--- src/rtl/led_pwr_pkg.sv ---
package led_pwr_pkg;
  typedef enum logic [1:0] {
    LED_NONE  = 2'b00,
    LED_RED   = 2'b01,
    LED_GREEN = 2'b10,
    LED_BLUE  = 2'b11
  } led_sel_e;

  localparam int unsigned NUM_COLORS = 3;
  localparam logic [NUM_COLORS-1:0] PWM_FORCED = '1;
endpackage

--- src/rtl/sync2.sv ---
module sync2 #(
  parameter int unsigned WIDTH = 1
) (
  input  logic             clk,
  input  logic             rst,
  input  logic [WIDTH-1:0] d_i,
  output logic [WIDTH-1:0] q_o
);
  logic [WIDTH-1:0] meta_q;

  always_ff @(posedge clk) begin
    if (rst) begin
      meta_q <= '0;
      q_o    <= '0;
    end else begin
      meta_q <= d_i;
      q_o    <= meta_q;
    end
  end
endmodule

--- src/rtl/asym_delay.sv ---
// Level follower with a counted delay on one edge only.
// DELAY_RISE=1: rise after CYC edges, fall at once.
// DELAY_RISE=0: rise at once, fall after CYC edges.
module asym_delay #(
  parameter int unsigned CYC        = 16,
  parameter bit          DELAY_RISE = 1'b1
) (
  input  logic clk,
  input  logic rst,
  input  logic lvl_i,
  output logic q_o,
  output logic nxt_o
);
  localparam int unsigned CW = $clog2(CYC + 1);
  localparam logic [CW-1:0] LAST = CW'(CYC - 1);

  logic [CW-1:0] cnt_q, cnt_d;
  logic          at_last;

  assign at_last = (cnt_q == LAST);

  generate
    if (DELAY_RISE) begin : g_rise
      always_comb begin
        nxt_o = lvl_i && (q_o || at_last);
        cnt_d = (!lvl_i || q_o) ? '0 : cnt_q + 1'b1;
      end


      early_on_chk: assert property (@(posedge clk) disable iff (rst)
        (lvl_i && !q_o && !at_last) |=> !q_o);
    end else begin : g_fall
      always_comb begin
        nxt_o = lvl_i || (q_o && !at_last);
        cnt_d = (lvl_i || !q_o) ? '0 : cnt_q + 1'b1;
      end


      hold_kept_chk: assert property (@(posedge clk) disable iff (rst)
        (!lvl_i && q_o && !at_last) |=> q_o);
    end
  endgenerate

  always_ff @(posedge clk) begin
    if (rst) begin
      cnt_q <= '0;
      q_o   <= 1'b0;
    end else begin
      cnt_q <= cnt_d;
      q_o   <= nxt_o;
    end
  end
endmodule

--- src/rtl/led_pwr_seq.sv ---
module led_pwr_seq
  import led_pwr_pkg::*;
#(
  parameter int unsigned ON_DELAY_CYC  = 5_000_000,
  parameter int unsigned PARK_HOLD_CYC = 25_000
) (
  input  logic                  clk,
  input  logic                  rst,
  input  logic                  led_en_i,
  input  logic                  park_n_i,
  input  logic [1:0]            sel_req_i,
  input  logic                  sw_ctrl_i,
  input  logic                  seq_run_i,
  input  logic [NUM_COLORS-1:0] pwm_req_i,
  output logic                  drv_on_o,
  output logic [1:0]            sel_o,
  output logic [NUM_COLORS-1:0] pwm_o,
  output logic                  dmd_pwr_o
);
  logic [1:0] sync_q;
  logic       s_en, s_park;
  logic       drv_nxt, dmd_nxt;
  logic       pwm_pass;

  sync2 #(.WIDTH(2)) i_sync (
    .clk (clk),
    .rst (rst),
    .d_i ({park_n_i, led_en_i}),
    .q_o (sync_q)
  );

  assign s_en   = sync_q[0];
  assign s_park = sync_q[1];

  asym_delay #(.CYC(ON_DELAY_CYC), .DELAY_RISE(1'b1)) i_drv_dly (
    .clk   (clk),
    .rst   (rst),
    .lvl_i (s_en && s_park),
    .q_o   (drv_on_o),
    .nxt_o (drv_nxt)
  );

  asym_delay #(.CYC(PARK_HOLD_CYC), .DELAY_RISE(1'b0)) i_dmd_hold (
    .clk   (clk),
    .rst   (rst),
    .lvl_i (s_park),
    .q_o   (dmd_pwr_o),
    .nxt_o (dmd_nxt)
  );

  assign pwm_pass = drv_nxt && sw_ctrl_i && seq_run_i;

  always_ff @(posedge clk) begin
    if (rst) begin
      sel_o <= LED_NONE;
      pwm_o <= PWM_FORCED;
    end else begin
      sel_o <= drv_nxt ? sel_req_i : LED_NONE;
      pwm_o <= pwm_pass ? pwm_req_i : PWM_FORCED;
    end
  end


  drv_off_chk: assert property (@(posedge clk) disable iff (rst)
    (!s_en || !s_park) |=> !drv_on_o);


  sel_forced_chk: assert property (@(posedge clk) disable iff (rst)
    !drv_on_o |-> (sel_o == LED_NONE));


  pwm_forced_chk: assert property (@(posedge clk) disable iff (rst)
    !drv_on_o |-> (pwm_o == PWM_FORCED));


  dmd_on_chk: assert property (@(posedge clk) disable iff (rst)
    s_park |=> dmd_pwr_o);


  dmd_no_drop_chk: assert property (@(posedge clk) disable iff (rst)
    (dmd_pwr_o && s_park) |=> dmd_pwr_o);
endmodule

--- config.mk ---
export PLATFORM = sky130hd
export DESIGN_NAME = led_pwr_seq
export DESIGN_NICKNAME = d
export VERILOG_FILES = /design/src/rtl/led_pwr_pkg.sv /design/src/rtl/sync2.sv /design/src/rtl/asym_delay.sv /design/src/rtl/led_pwr_seq.sv
export SDC_FILE = /design/constraint.sdc
export NUM_CORES = 1
export LEC_CHECK = 0
export ABC_AREA = 1
export ABC_CLOCK_PERIOD_IN_PS = 1300
export CAP_MARGIN = 20
export CORE_MARGIN = 5
export CORE_UTILIZATION = 30
export DETAILED_ROUTE_END_ITERATION = 8
export GPL_TIMING_DRIVEN = 0
export PLACE_DENSITY_LB_ADDON = 0.25
export SYNTH_ARGS = -nofsm -noshare
export SYNTH_HDL_FRONTEND = slang
export SYNTH_SLANG_ARGS = --single-unit
--- constraint.sdc ---
create_clock -name clk -period 1.3 [get_ports clk]
set_input_delay 0.39 -clock clk [delete_from_list [all_inputs] [get_ports clk]]
set_output_delay 0.39 -clock clk [all_outputs]
set_load 0.01 [all_outputs]
==> results by group <==
Layout
  – Fin nets: 384
  – Footprint of the multi-input gates: 0.00124 mm2
  – N_diodes: 0
  – Synth-to-layout area growth: 28.3%
  – Most frequent cells in the layout: nand2_1, nor2_1, inv_1
  – Register area: 0.00102 mm2
  – Most common cell after layout, fill and taps aside: nand2_1
  – Share of layout cells above drive strength 1: 0.232
  – Final core occ: 0.387
  – Layout fillers: 806

Global routing
  – Tot GR Track Use: 0.109
  – Initial antenna violation count: 0
  – Overflow after GRT: 0
  – Global-route wire length before repair: 8540 um
  – Largest net degree at the start of global routing: 16
  – Number of global-route vias before repair: 1,948

Die
  – Starting Density: 0.302
  – Core Footprint: 0.00761 mm2
  – Die H: 97.5 um
  – Width of the die: 97.5 um
  – Row Count: 32
  – I/O Pins: 18
  – Die area: 0.00951 mm2

Power and ir drop
  – Comb pwr share: 0.027
  – Tot Pwr: 2.66 mW
  – Power Density: 903 mW/mm2
  – Sw Pwr: 0.552 mW
  – Sw frac: 0.208
  – Clk pwr share: 0.409
  – Leak pwr: 1.01 nW
  – Max VDD drop: 0.000516 V
  – Seq pwr share: 0.565
  – Int Pwr: 2.11 mW

STA
  – Final worst-path cycle share: 0.977
  – Final Setup Violations: 0
  – Relative slew margins: 0.812
  – Final hold vios: 0
  – RSZ-0062 raised after global routing: true
  – Achievable Freq: 787 MHz
  – Layout Skew: 9.04 ps
  – Slew @ Worst Pin: 280 ps
  – Final Max Tran Viols: 0
  – Min Clock Period, post-route: 1270 ps

Clock tree
  – CTS buffer count: 5
  – CTS sink count: 49
  – Clock Tree Root: clkbuf_8
  – Worst-Skew Late Latency: 300 ps
  – H-tree levels: 2
  – Clock buffer depth: 2
  – CTS tree: done
  – Hold Buf Count CTS: 0
  – Clk pin slew, worst setup/hold paths: 90 ps

Synthesis
  – Synth Cell Area: 0.00230 mm2
  – Seq/Total Area, Yosys: 0.427
  – Distinct cells, synth: 23
  – Synth Warn #: 0
  – Mean post-synth cell area: 6.90 um2
  – #FFs+latches synth: 49
  – Fraction of registers with async set/reset: 0
  – Post-Syn Instances: 333
  – Predominant post-synthesis flop cell: dfxtp_1
  – Number of enable flip-flop cells after synthesis: 0
  – Total nets after synthesis: 346

Drt
  – DRT Pass-1 Iters: 4
  – Residual DRC: 0
  – Antenna Nets Post-Route: 0
  – Routed wire length: 4990 um
  – WL/cell: 10.5 um
  – Initial DRC count: 64
  – DR vias: 2,080
  – Via/cell ratio: 4.40

Run
  – MaxCap Viol Count: 0

Placement
  – Placer Congestion: 0.820
  – Detailed Place HPWL: 3580 um
  – # port buffers: 17

Worst setup path
  – Startpoint types: register
  – R2r endpoint: i_drv_dly.cnt_q[18]$_SDFF_PP0_
  – FF-to-FF path depth: 9
  – CP Data Required Time: 1530 ps
  – Critical Path End Type: register
  – Slack of the worst reg-to-reg path: 30 ps
  – Critical Path Start: i_drv_dly.cnt_q[1]$_SDFF_PP0_
  – WS Path Type: register to register
  – Critical R2R Launch: i_drv_dly.cnt_q[1]$_SDFF_PP0_
  – Crit Path Max Fanout: 5
  – Worst path arrival time: 1500 ps
  – Worst setup endpoint: i_drv_dly.cnt_q[18]$_SDFF_PP0_

Min path
  – Worst Hold Depth: 2
  – Worst hold path class: register to register

Outcome
  – Status: finished, final reports clean
-- logic make-up after synthesis --
group / after synthesis / share of synthesized area
AO/OA/AOI/OAI: 27 / 0.0621
XOR/XNOR: 5 / 0.0191
adder cells (fa/ha/maj): 2 / 0.0109
buffers and inverters: 49 / 0.0801
flip-flops: 49 / 0.427
AND/OR/NAND/NOR: 201 / 0.401
-- Yosys cell counts, types with 5 or more instances --
master | n | area share
xor2_1 | 5 | 0.019
nand4_1 | 16 | 0.044
nor2_2 | 5 | 0.014
dfxtp_1 | 49 | 0.43
nor3_1 | 9 | 0.020
nand2_2 | 5 | 0.014
nand3_1 | 16 | 0.035
nor2_1 | 65 | 0.11
inv_1 | 44 | 0.072
nor2_4 | 5 | 0.025
o21ai_0 | 7 | 0.015
a21oi_1 | 17 | 0.037
nand2_1 | 74 | 0.12
-- metal layers --
layer,up-vias,wire [um],GRT usage
li1,1123,-,-
met1,924,2270,0.134
met2,28,2450,0.179
met3,5,174,0.0280
met4,0,91,0.0437
met5,-,0,0
-- registers in the layout (all words and copies together) (netlist names) --
signal,flops
i_sync.q_o,2
i_drv_dly.q_o,1
i_sync.meta_q,2
pwm_o,3
sel_o,2
i_dmd_hold.q_o,1
i_dmd_hold.cnt_q,15
i_drv_dly.cnt_q,23
-- layout make-up --
type                            instances  area share
Buffer                                  1     0.00255
Clock buffer                            5      0.0234
Clock inverter                          2      0.0132
Inverter                               48      0.0611
Multi-Input combinational cell        235       0.422
Sequential cell                        49       0.347
Tap cell                              102      0.0433
Timing Repair Buffer                   31      0.0879
-- per-stage QoR --
| step | hold slack [ps] | worst slack, ps | cells | TNS [ps] | cell area (um2) |
|---|---|---|---|---|---|
| floorplan | 388 | 45.8 | 333 | 0 | 2300 |
| global placement | 397 | -756 | 452 | -22960 | 2590 |
| detailed placement | 401 | -726 | 452 | -21810 | 2590 |
| CTS | 416 | 0.601 | 463 | 0 | 2800 |
| global route | 430 | -47.9 | 473 | -240 | 2950 |
| finish | 407 | 29.7 | 473 | 0 | 2950 |
-- critical path: stages, from the launching register on --
cell and delay, ps:
dfxtp_2 360, ha_4 160, nand2_2 70, nor2_4 110
nand2_2 80, nor2_4 150, nand3_1 90, nand2_1 60
nand2_1 40, nor2_1 70
-- worst min path at each step --
stage / from / endpoint / slack [ps]
global route: i_sync.meta_q[0]$_SDFF_PP0_ / i_sync.q_o[0]$_SDFF_PP0_ / 430
detailed placement: i_sync.meta_q[0]$_SDFF_PP0_ / i_sync.q_o[0]$_SDFF_PP0_ / 400
CTS: i_sync.meta_q[0]$_SDFF_PP0_ / i_sync.q_o[0]$_SDFF_PP0_ / 420
finish: i_sync.meta_q[1]$_SDFF_PP0_ / i_sync.q_o[1]$_SDFF_PP0_ / 410
floorplan: i_sync.meta_q[0]$_SDFF_PP0_ / i_sync.q_o[0]$_SDFF_PP0_ / 390
global placement: i_sync.meta_q[0]$_SDFF_PP0_ / i_sync.q_o[0]$_SDFF_PP0_ / 400
-- power groups by stage --
stage	Combinational [mW]	Clock, mW	Sequential, mW
5_1_grt	0.0792	1.20	1.50
3_3_place_gp	0.0637	0	1.55
4_1_cts	0.0649	1.14	1.51
6_report	0.0711	1.09	1.50
2_1_floorplan	0.0215	0	1.55
3_5_place_dp	0.0640	0	1.55
-- what timing repair did --
| action | CTS | global route |
|---|---|---|
| resized for setup | 37 | 45 |
| cloned | 0 | 0 |
| setup buffers | 4 | 10 |
| setup endpoints to repair | 45 | 38 |
| pin swaps | 5 | 16 |
(Power assumes the default switching activity.)
